==> config.mk <==
export PLATFORM = sky130hd
export DESIGN_NAME = tile_compositor
export DESIGN_NICKNAME = d
export VERILOG_FILES = /design/src/rtl/tile_compositor_pkg.sv /design/src/rtl/tile_compositor_ctrl.sv /design/src/rtl/tile_compositor_dp.sv /design/src/rtl/tile_compositor.sv
export SDC_FILE = /design/constraint.sdc
export NUM_CORES = 1
export LEC_CHECK = 0
export ABC_AREA = 1
export BUFFER_PORTS_ARGS = -buffer_cell sky130_fd_sc_hd__clkbuf_2
export CORE_MARGIN = 5
export CORE_UTILIZATION = 41
export CTS_CLUSTER_SIZE = 40
export DETAILED_ROUTE_END_ITERATION = 16
export PLACE_DENSITY = 0.91
export SLEW_MARGIN = 20
export SYNTH_ARGS = -nofsm -noshare
export SYNTH_HDL_FRONTEND = slang
export SYNTH_SLANG_ARGS = --single-unit
==> constraint.sdc <==
create_clock -name clk -period 1.4 [get_ports clk]
set_clock_uncertainty 0.15 [all_clocks]
set_input_delay 0.14 -clock clk [delete_from_list [all_inputs] [get_ports clk]]
set_output_delay 0.14 -clock clk [all_outputs]
set_load 0.005 [all_outputs]
==> src/rtl/tile_compositor_pkg.sv <==
package tile_compositor_pkg;
  localparam int COLOR_W = 4;
  localparam int INDEX_W = COLOR_W + 1;

  typedef struct packed {
    logic fire;   // beat accepted this cycle
    logic blank;  // force backdrop
  } ctlStrobeT;
endpackage

==> src/rtl/tile_compositor_ctrl.sv <==
module tile_compositor_ctrl
  import tile_compositor_pkg::*;
#(
  parameter int X_W     = 8,
  parameter int COL_PIX = 8
) (
  input  logic           pixValid,
  input  logic [X_W-1:0] pixX,
  input  logic           dispEn,
  input  logic           col0Mask,
  input  logic           sprShift,
  output logic [X_W:0]   sprAddr,
  output ctlStrobeT      ctl
);
  localparam logic [X_W:0] SHIFT_OFS = (X_W+1)'(COL_PIX);
  localparam logic [X_W-1:0] EDGE    = X_W'(COL_PIX);

  logic inFirstCol;

  always_comb begin
    inFirstCol = pixX < EDGE;
    ctl.fire   = pixValid;
    ctl.blank  = !dispEn || (col0Mask && inFirstCol);
    sprAddr    = {1'b0, pixX} + (sprShift ? SHIFT_OFS : '0);
  end
endmodule

==> src/rtl/tile_compositor_dp.sv <==
module tile_compositor_dp
  import tile_compositor_pkg::*;
(
  input  logic               clk,
  input  logic               rstN,
  input  ctlStrobeT          ctl,
  input  logic [COLOR_W-1:0] bgColor,
  input  logic               bgPal,
  input  logic               bgPri,
  input  logic [COLOR_W-1:0] sprColor,
  input  logic [COLOR_W-1:0] backdrop,
  output logic [INDEX_W-1:0] pixOut,
  output logic               pixOutValid
);
  logic               bgOpaque;
  logic               sprOpaque;
  logic [INDEX_W-1:0] pick;

  always_comb begin
    bgOpaque  = |bgColor;
    sprOpaque = |sprColor;
    if (ctl.blank)              pick = {1'b1, backdrop};
    else if (bgPri && bgOpaque) pick = {bgPal, bgColor};
    else if (sprOpaque)         pick = {1'b1, sprColor};
    else if (bgOpaque)          pick = {bgPal, bgColor};
    else                        pick = {1'b1, backdrop};
  end

  always_ff @(posedge clk or negedge rstN) begin
    if (!rstN) begin
      pixOut      <= '0;
      pixOutValid <= 1'b0;
    end else begin
      pixOutValid <= ctl.fire;
      if (ctl.fire) pixOut <= pick;
    end
  end
endmodule

==> src/rtl/tile_compositor.sv <==
module tile_compositor
  import tile_compositor_pkg::*;
#(
  parameter int X_W     = 8,
  parameter int COL_PIX = 8
) (
  input  logic           clk,
  input  logic           rstN,
  input  logic           pixValid,
  input  logic [X_W-1:0] pixX,
  input  logic [3:0]     bgColor,
  input  logic           bgPal,
  input  logic           bgPri,
  input  logic [3:0]     sprColor,
  input  logic           dispEn,
  input  logic           col0Mask,
  input  logic           sprShift,
  input  logic [3:0]     backdrop,
  output logic [X_W:0]   sprAddr,
  output logic [4:0]     pixOut,
  output logic           pixOutValid
);
  ctlStrobeT ctl;

  tile_compositor_ctrl #(.X_W(X_W), .COL_PIX(COL_PIX)) u_ctrl (
    .pixValid(pixValid), .pixX(pixX), .dispEn(dispEn), .col0Mask(col0Mask),
    .sprShift(sprShift), .sprAddr(sprAddr), .ctl(ctl)
  );

  tile_compositor_dp u_dp (
    .clk(clk), .rstN(rstN), .ctl(ctl), .bgColor(bgColor), .bgPal(bgPal),
    .bgPri(bgPri), .sprColor(sprColor), .backdrop(backdrop),
    .pixOut(pixOut), .pixOutValid(pixOutValid)
  );
endmodule

======== Yosys cells after proc, flatten, opt, wreduce, memory -nomap -nowiden ========
Cells that the tools add are included.
cells by class
  $add $sub $neg .......................... 1
  divide/modulo/power cells ............... 0
  multiplexer cells ....................... 5
  order comparisons ....................... 1
  shifts and indexed selects .............. 0
  multipliers ............................. 0
  reduce and logical (&&, ||, !) cells .... 6
  equal/unequal tests ..................... 0
  bitwise operators ....................... 0
operators with widths
  operator                                                                      count
  5-bit two-way mux                                                             4
  8-bit by 9-bit adder with 9-bit output                                        1
  8-bit by 4-bit less-than comparator with 1-bit output, second input constant  1
  4-bit OR reduction                                                            2
  4-bit two-way mux                                                             1
  1-bit logical AND                                                             2
  1-bit zero test                                                               1
  1-bit logical OR                                                              1
storage, ports and cells
  bits in registers ....................... 6
  bits in read-only memories .............. 0
  memories ................................ 0
  output and inout port bits .............. 15
  bits in writable memories ............... 0
  latch bits .............................. 0

======== Logic depth before layout (Yosys ltp) ========
Gate-level depths: netlist of run 1.
  depth after elaboration ................. 5
  depth in mapped cells ................... 7
  mapped depth without buffers ............ 7

======== By module ========
A second synthesis of run 1 with hierarchy kept.
second synthesis, totals
  cell total of the unflattened synthesis .. 74
  area, all modules ....................... 516.7 µm²
modules (own cells, without submodules)
  module                area each (µm²)  sequential area each (µm²)  instances  cells an instance
  tile_compositor_dp    369.1            150.1                       1          50
  tile_compositor_ctrl  147.6            0.0                         1          24

======== Worst setup path after synthesis of run 1 ========
Ideal clock, no wire load.
  kind .................................... input to output
  from .................................... in pixX[3]
  to ...................................... out sprAddr[7]
  arrival time ............................ 0.773 ns
  path slack .............................. 0.337 ns
  stages on the path ...................... 4
  path buffers ............................ 0
  path through ............................ ha_1 > ha_1 > nand3_1 > xor2_1
between the ends
  longest elaborated chain between the ends .. 1
ends and longest elaborated chain
  what                                    RTL line                    RTL
  start: declaration                      tile_compositor.sv:10       input logic [X_W-1:0] pixX,
  8-bit by 9-bit adder with 9-bit output  tile_compositor_ctrl.sv:24  sprAddr = {1'b0, pixX} + (sprShift ? SHIFT_OFS : '0);
  end: declaration                        tile_compositor.sv:19       output logic [X_W:0] sprAddr,
Every way passes these cells.

======== Worst setup path after layout of run 1 ========
Same ends and word-level chain as after synthesis.

==> impl_results.md, run 1 <==
- Outcome: completed
- Clock tree sinks: 6
- Yosys warning total: 0
- Pin count of the biggest net entering global routing: 10
- Clock insertion delay at the later pin of the skew report: 0.24 ns
- Depth of the most critical reg-to-reg path: 2
- Worst slew slack as a fraction of its limit: 0.8380
- Data arrival time of the critical path: 1.01 ns
- Clock slew at the register clock pins of the worst setup and hold paths: 0.05 ns
- Core Area: 1318 µm²
- Power share of the sequential group: 0.373
- Required time at the worst-slack endpoint: 1.11 ns
- Height of the chip: 47.35 µm
- Global route overflow: 0
- RR Endpoint: u_dp.pixOut[0]$_DFFE_PN0P_
- TritonCTS buffer count: 3
- Comb power frac: 0.335
- Number of nets in the synthesized netlist: 113
- Commonest non-fill, non-tap cells in the layout: clkbuf_2, nand2_1, nor2_1
- Chip width: 47.35 µm
- Clock root buffer: clkbuf_4
- Full die area: 2242 µm²
- Switching part of the total power: 0.3028
- Port buffer count: 36
- Total half-perimeter wirelength after legalization and detailed placement: 1.263 mm
- Maximum fanout encountered on the critical timing path: 2
- Setup slack of the worst register-to-register path: 0.58 ns
- Antenna-violating nets left: 0
- Start point of the critical path: pixX[3]
- Worst-case clock buffer depth: 2
- Number of setup buffers added after CTS: 0
- Hold violation total from the final report: 0
- Post-Synthesis Mean Instance Area: 6.889 µm²
- Starting DRC count in detailed routing: 6
- Layout-stage area growth over the synthesis result: 37.42%
- Worst hold path class: in -> reg
- Clock power share: 0.291
- Share of the yosys chip area belonging to registers: 0.2626
- Maximum vdd drop: 0.2933 mV
- Mapped Cells: 83
- Total non-filler cell area in the finished layout: 785.8 µm²
- Minimum clock period after layout: 1.302 ns
- I/O pins: 43
- Global Route Usage Sum: 0.1455
- Hold path startpoint: backdrop[1]
- Crit end category: output pin
- H-Tree Level Count: 1
- Most common library cell in the layout ignoring fill and taps: clkbuf_2
- Net switching power figure: 0.0001617 W
- Layout cell share with drive strength beyond 1: 0.4417
- Transition time at the pin with the least slew margin: 0.2428 ns
- N_diodes: 0
- Unique masters post-synth: 18
- Wire length per cell: 10.59 µm
- TritonCTS clock tree: built
- Count of instances resized after the clock tree is built: 0
- Final TNS setup: 0 ns
- Post-route DRC violation count: 0
- Syn Std Cell Area: 571.8 µm²
- Final setup slack of the worst path: 0.09814 ns
- Internal power: 0.0003723 W
- Antenna violations before repair: 0
- Via count: 643
- Number of setup violations in the final report: 0
- Fin crit share: 0.9299
- Total of flip-flops plus latches after synthesis: 6
- Vias in the first global route: 577
- Max-slew violation count: 0
- Worst Hold Path Cells: 3
- Leakage: 0.4260 nW
- Pre-CTS worst setup slack: 0.1053 ns
- Via density: 4.763
- Type of the worst setup path: in -> out
- Final weighted congestion in routability-driven placement: 0.7091
- Max-capacitance violation count: 0
- Power density over cell area: 679.6 nW/µm²
- Critical Path Source Type: primary input
- Cell area after placement: 743.2 µm²
- Global-route wire length before repair: 2.359 mm
- Starting utilization of the core area: 0.4340
- Net count reported at finish: 152
- Total wire length after detailed routing: 1.429 mm
- # rows: 13
- DRT Pass-1 Iters: 2
- Setup repair after global routing missed its margin: false
- Peak Freq: 768.1 MHz
- Hold path endpoint: u_dp.pixOut[1]$_DFFE_PN0P_
- Startpoint of the lowest-slack register-to-register path: u_dp.pixOut[0]$_DFFE_PN0P_
==> layer usage <==
| layer | up-vias | part of all wire | GRT usage |
|---|---|---|---|
| met4 | 0 | 0 | 0.06630 |
| met3 | 0 | 0.074 | 0.01533 |
| met2 | 15 | 0.52 | 0.2513 |
| met1 | 280 | 0.40 | 0.1783 |
| li1 | 348 | - | - |
| met5 | - | 0 | 0 |
==> through the flow <==
stage	util	cells	total power [W]	hold WS [ns]
floorplan	-	83	0.0002982	-0.3056
global placement	0.5641	130	0.0003715	-0.1856
detailed placement	0.5641	130	0.0003787	-0.1786
CTS	0.5964	135	0.0005452	0.06980
global route	0.5964	135	0.0005735	0.08143
finish	0.5964	135	0.0005340	0.07462
==> kinds of logic (layout without fill, tap and decap cells) <==
| kind of cell | after synthesis | in the layout | share of synthesized area |
|---|---|---|---|
| adders and majority gates | 2 | 2 | 0.04376 |
| DFF | 6 | 6 | 0.2626 |
| AOI/OAI and AO/OA | 14 | 14 | 0.1510 |
| and+or+nand+nor | 45 | 45 | 0.3895 |
| buffers and inverters | 13 | 50 | 0.1072 |
| xor gates and xnor gates | 3 | 3 | 0.04596 |
==> synth_stat cells (all sizes together) <==
| library cell | number | share of area |
|---|---|---|
| nand2 | 14 | 0.10 |
| nor2 | 14 | 0.10 |
| buf | 4 | 0.048 |
| a21oi | 13 | 0.14 |
| nor3 | 1 | 0.0087 |
| inv | 9 | 0.059 |
| dfrtp | 6 | 0.26 |
| a31oi | 1 | 0.011 |
| and2 | 1 | 0.013 |
| nand3 | 15 | 0.17 |
| xor2 | 3 | 0.046 |
| ha | 2 | 0.044 |
==> power groups by stage <==
| stage | combinational (W) | sequential (W) | clock, W |
|---|---|---|---|
| after detailed placement | 0.000177 | 0.000202 | 0 |
| final | 0.000179 | 0.000199 | 0.000155 |
| after global routing | 0.000205 | 0.000201 | 0.000168 |
| after global placement | 0.000172 | 0.000200 | 0 |
| after CTS | 0.000181 | 0.000200 | 0.000164 |
| after floorplan | 0.0000952 | 0.000203 | 0 |
==> worst max-delay path, stage by stage <==
cell and delay [ns]:
clkbuf_2 0.09, ha_1 0.20, ha_1 0.21, nand3_1 0.09, xor2_1 0.15, clkbuf_2 0.13
==> worst max path at each step <==
| stage | end | slack (ns) | depth (start not counted) |
|---|---|---|---|
| global placement | sprAddr[7] | 0.13 | 6 |
| CTS | sprAddr[7] | 0.11 | 6 |
| finish | sprAddr[7] | 0.1 | 6 |
| floorplan | sprAddr[7] | 0.34 | 4 |
| detailed placement | sprAddr[7] | 0.11 | 6 |
| global route | sprAddr[7] | 0.03 | 6 |
==> repair_timing <==
action                                  in CTS  in global routing
hold endpoints to repair                     7                  0
hold buffers                                 2                  0
endpoints found under the setup margin       0                  0
==> sequential cells by signal, summed over array words and instances (netlist names) <==
| signal | flops |
|---|---|
| u_dp.pixOut | 5 |
| u_dp.pixOutValid | 1 |
==> final cells by class <==
class                   instances  area [µm²]
inverters                       9       33.78
multi-input cells              64       360.3
well taps                      15       18.77
repair buffers                 38       200.2
flip-flops and latches          6       150.1
fillers                       126       531.8
clock buffers                   3       22.52
Note: power is estimated with default switching activity, not from simulation.
==> inputs of run 2 (changes only) <==
Settings changed: CORE_AREA set to 5 5 42 44, CORE_MARGIN 5 to not set, CORE_UTILIZATION 41 to not set, DIE_AREA set to 0 0 47 49, MAX_ROUTING_LAYER set to met4, PLACE_DENSITY 0.91 to 0.9, SYNTH_HIERARCHICAL set to 1.
==> run 2 against run 1 <==
  * Register-to-register slack is essentially flat
  * Final cell count shrank 5.9%
  * Flip-flop and latch count is the same
  * Critical path type unchanged
  * Largest power group unchanged
==> impl_results.md, run 2 <==
- Antenna violations before repair: 0
- Global-route wire length before repair: 2.173 mm
- Number of enable-type register cells in the synthesized netlist: 0
- Post-layout instance count excluding filler cells: 127
- Post-synthesis async set-or-reset flop share: 1.000
- Fin crit share: 0.9114
- Worst-case clock buffer depth: 2
- Transition time at the pin with the least slew margin: 0.1834 ns
- Outcome: completed
- Layout cell share with drive strength beyond 1: 0.4685
- Wire length per cell: 10.24 µm
- Fin util: 0.5205
- Final TNS setup: 0 ns
- Largest regs: u_dp/pixOut (5), u_dp/pixOutValid (1)
- Mapped Cells: 74
- Required time at the worst-slack endpoint: 1.11 ns
- Count of instances resized after the clock tree is built: 0
- Height of the chip: 49 µm
- Starting DRC count in detailed routing: 5
- Peak Freq: 783.7 MHz
- Proportion of netlist area held by the largest area contributor: 0.2906
- Area leader, netlist: dfrtp_1
- Library cell with the highest instance count after synthesis: nand2_1
- Setup repair after global routing missed its margin: false
- Final weighted congestion in routability-driven placement: 0.7200
- Worst slew slack as a fraction of its limit: 0.8777
- WL met1: 483 µm
- Critical Path Source Type: primary input
- Worst hold path class: in -> reg
- Number of nets in the synthesized netlist: 104
- Fill count: 151
- Net count reported at finish: 143
- Vias in the first global route: 573
- Top Family by Delay on Critical Path: adder cells
- Max-slew violation count: 0
- TritonCTS buffer count: 3
- # rows: 14
- Critical path buffer and inverter count: 2
- Met3 routed wirelength: 104 µm
- Port buffer count: 36
- Maximum vdd drop: 0.2660 mV
- Hold violation total from the final report: 0
- Clock root buffer: clkbuf_4
- Power density over cell area: 709.8 nW/µm²
- Minimum clock period after layout: 1.276 ns
- Post-Synthesis Mean Instance Area: 6.983 µm²
- Starting utilization of the core area: 0.3688
- Post-route DRC violation count: 0
- Syn Std Cell Area: 516.7 µm²
- Layout-stage area growth over the synthesis result: 41.16%
- Top routing layer used: met4
- Cell chain of the critical path: clkbuf_2, ha_1, ha_1, nand3_1, nand2_1, nand2_1, clkbuf_2
- Max-capacitance violation count: 0
- Type of the worst setup path: in -> out
- Most common library cell in the layout ignoring fill and taps: clkbuf_2
- Total wire length after detailed routing: 1.300 mm
- Number of flip-flops under the largest register name: 5
- Register bank with the most flops: u_dp/pixOut
- Clock tree sinks: 6
- Number of placed cells counting well taps: 122
- Crit end category: output pin
- Number of setup buffers added after CTS: 0
- N_diodes: 0
- Via count: 564
- Worst slack on hold paths: 0.03908 ns
- I/O pins: 43
- Yosys warning total: 6
- Clock insertion delay at the later pin of the skew report: 0.24 ns
- Global Route Usage Sum: 0.1249
- Maximum fanout encountered on the critical timing path: 3
- H-Tree Level Count: 1
- Total of flip-flops plus latches after synthesis: 6
- Met2 wire len: 690 µm
- Main flop type after synthesis: dfrtp_1
- Full die area: 2303 µm²
- Via density: 4.441
- Unique masters post-synth: 19
- Global route overflow: 0
- Core Area: 1401 µm²
- TritonCTS clock tree: built
- Overall power: 0.0005177 W
- Data arrival time of the critical path: 0.99 ns
- Clock slew at the register clock pins of the worst setup and hold paths: 0.04 ns
- Most instantiated cells after synthesis: nand2_1, nor2_1, dfrtp_1, inv_1
- Share of the yosys chip area belonging to registers: 0.2906
- Chip width: 47 µm
- Antenna-violating nets left: 0
- Cell with the largest stage delay on the worst path: ha_1
- Total half-perimeter wirelength after legalization and detailed placement: 1.187 mm
- Pin count of the biggest net entering global routing: 8
- Leakage: 0.4162 nW
- Leading cell types by total area after synthesis: dfrtp_1, nand2_1, nor2_1, a21oi_2, buf_4
- Number of buffers added to fix hold violations after cts: 2
- Commonest non-fill, non-tap cells in the layout: clkbuf_2, nand2_1, nor2_1
- Crit-path max cell delay: 0.23 ns
- Number of setup violations in the final report: 0
- DRT Pass-1 Iters: 3
-- run 2: cell types whose count changed after synthesis, sizes merged, moves of 3 or more --
cell   delta
inv       -3
nand3    -12
a21oi     -5
nand2    +12
-- run 2: path summary, 6_finish.rpt --
check                                            from                         end  slack, ns  depth (start not counted)
setup / recovery                              pixX[3]                  sprAddr[7]       0.12                          7
max in group asynchronous                        rstN  u_dp/pixOut[3]$_DFFE_PN0P_       0.85                          2
hold reg to reg            u_dp/pixOut[0]$_DFFE_PN0P_  u_dp/pixOut[0]$_DFFE_PN0P_       0.37                          2
setup reg to reg           u_dp/pixOut[4]$_DFFE_PN0P_  u_dp/pixOut[4]$_DFFE_PN0P_       0.59                          2
min in group asynchronous                        rstN  u_dp/pixOutValid$_DFF_PN0_       0.11                          2
hold / removal                            backdrop[0]  u_dp/pixOut[0]$_DFFE_PN0P_       0.04                          3
-- run 2: layout make-up --
| class | count | area (µm²) | share of cell area |
|---|---|---|---|
| well taps | 16 | 20.02 | 0.02744 |
| inverters | 6 | 22.52 | 0.03087 |
| clock buffers | 3 | 22.52 | 0.03087 |
| repair buffers | 38 | 200.2 | 0.2744 |
| multi-input cells | 58 | 314.1 | 0.4305 |
| flip-flops and latches | 6 | 150.1 | 0.2058 |
-- run 2: through the flow --
step,cell area (µm²),setup slack [ns]
detailed placement,686.9,0.1143
global placement,686.9,0.1502
floorplan,516.7,0.3492
global route,729.5,0.03314
finish,729.5,0.1241
CTS,729.5,0.1129
-- run 2: cell families after synthesis --
group,after synthesis,synth area share
AO/OA/AOI/OAI,10,0.1356
XOR/XNOR,1,0.01695
adder cells (fa/ha/maj),2,0.04842
buffers and inverters,10,0.1017
flip-flops,6,0.2905
AND/OR/NAND/NOR,45,0.4068
-- run 2: metal layers --
metal,track usage,up-vias
met5,-,-
met4,0.05530,0
met3,0.01476,2
met2,0.2172,20
met1,0.1342,229
li1,-,313
-- run 2: report_power, final --
| group | switching, W | internal, W |
|---|---|---|
| Sequential | 0.00000860 | 0.000191 |
| Clock | 0.0000547 | 0.0000964 |
| Combinational | 0.0000878 | 0.0000794 |
| Total | 0.000151 | 0.000367 |
-- run 2: worst register-to-register path, delay by kind of cell, from the launching register on --
kind	cells	cell delay, ns
DFF	1	0.37
AOI/OAI and AO/OA	1	0.05
and+or+nand+nor	1	0.12
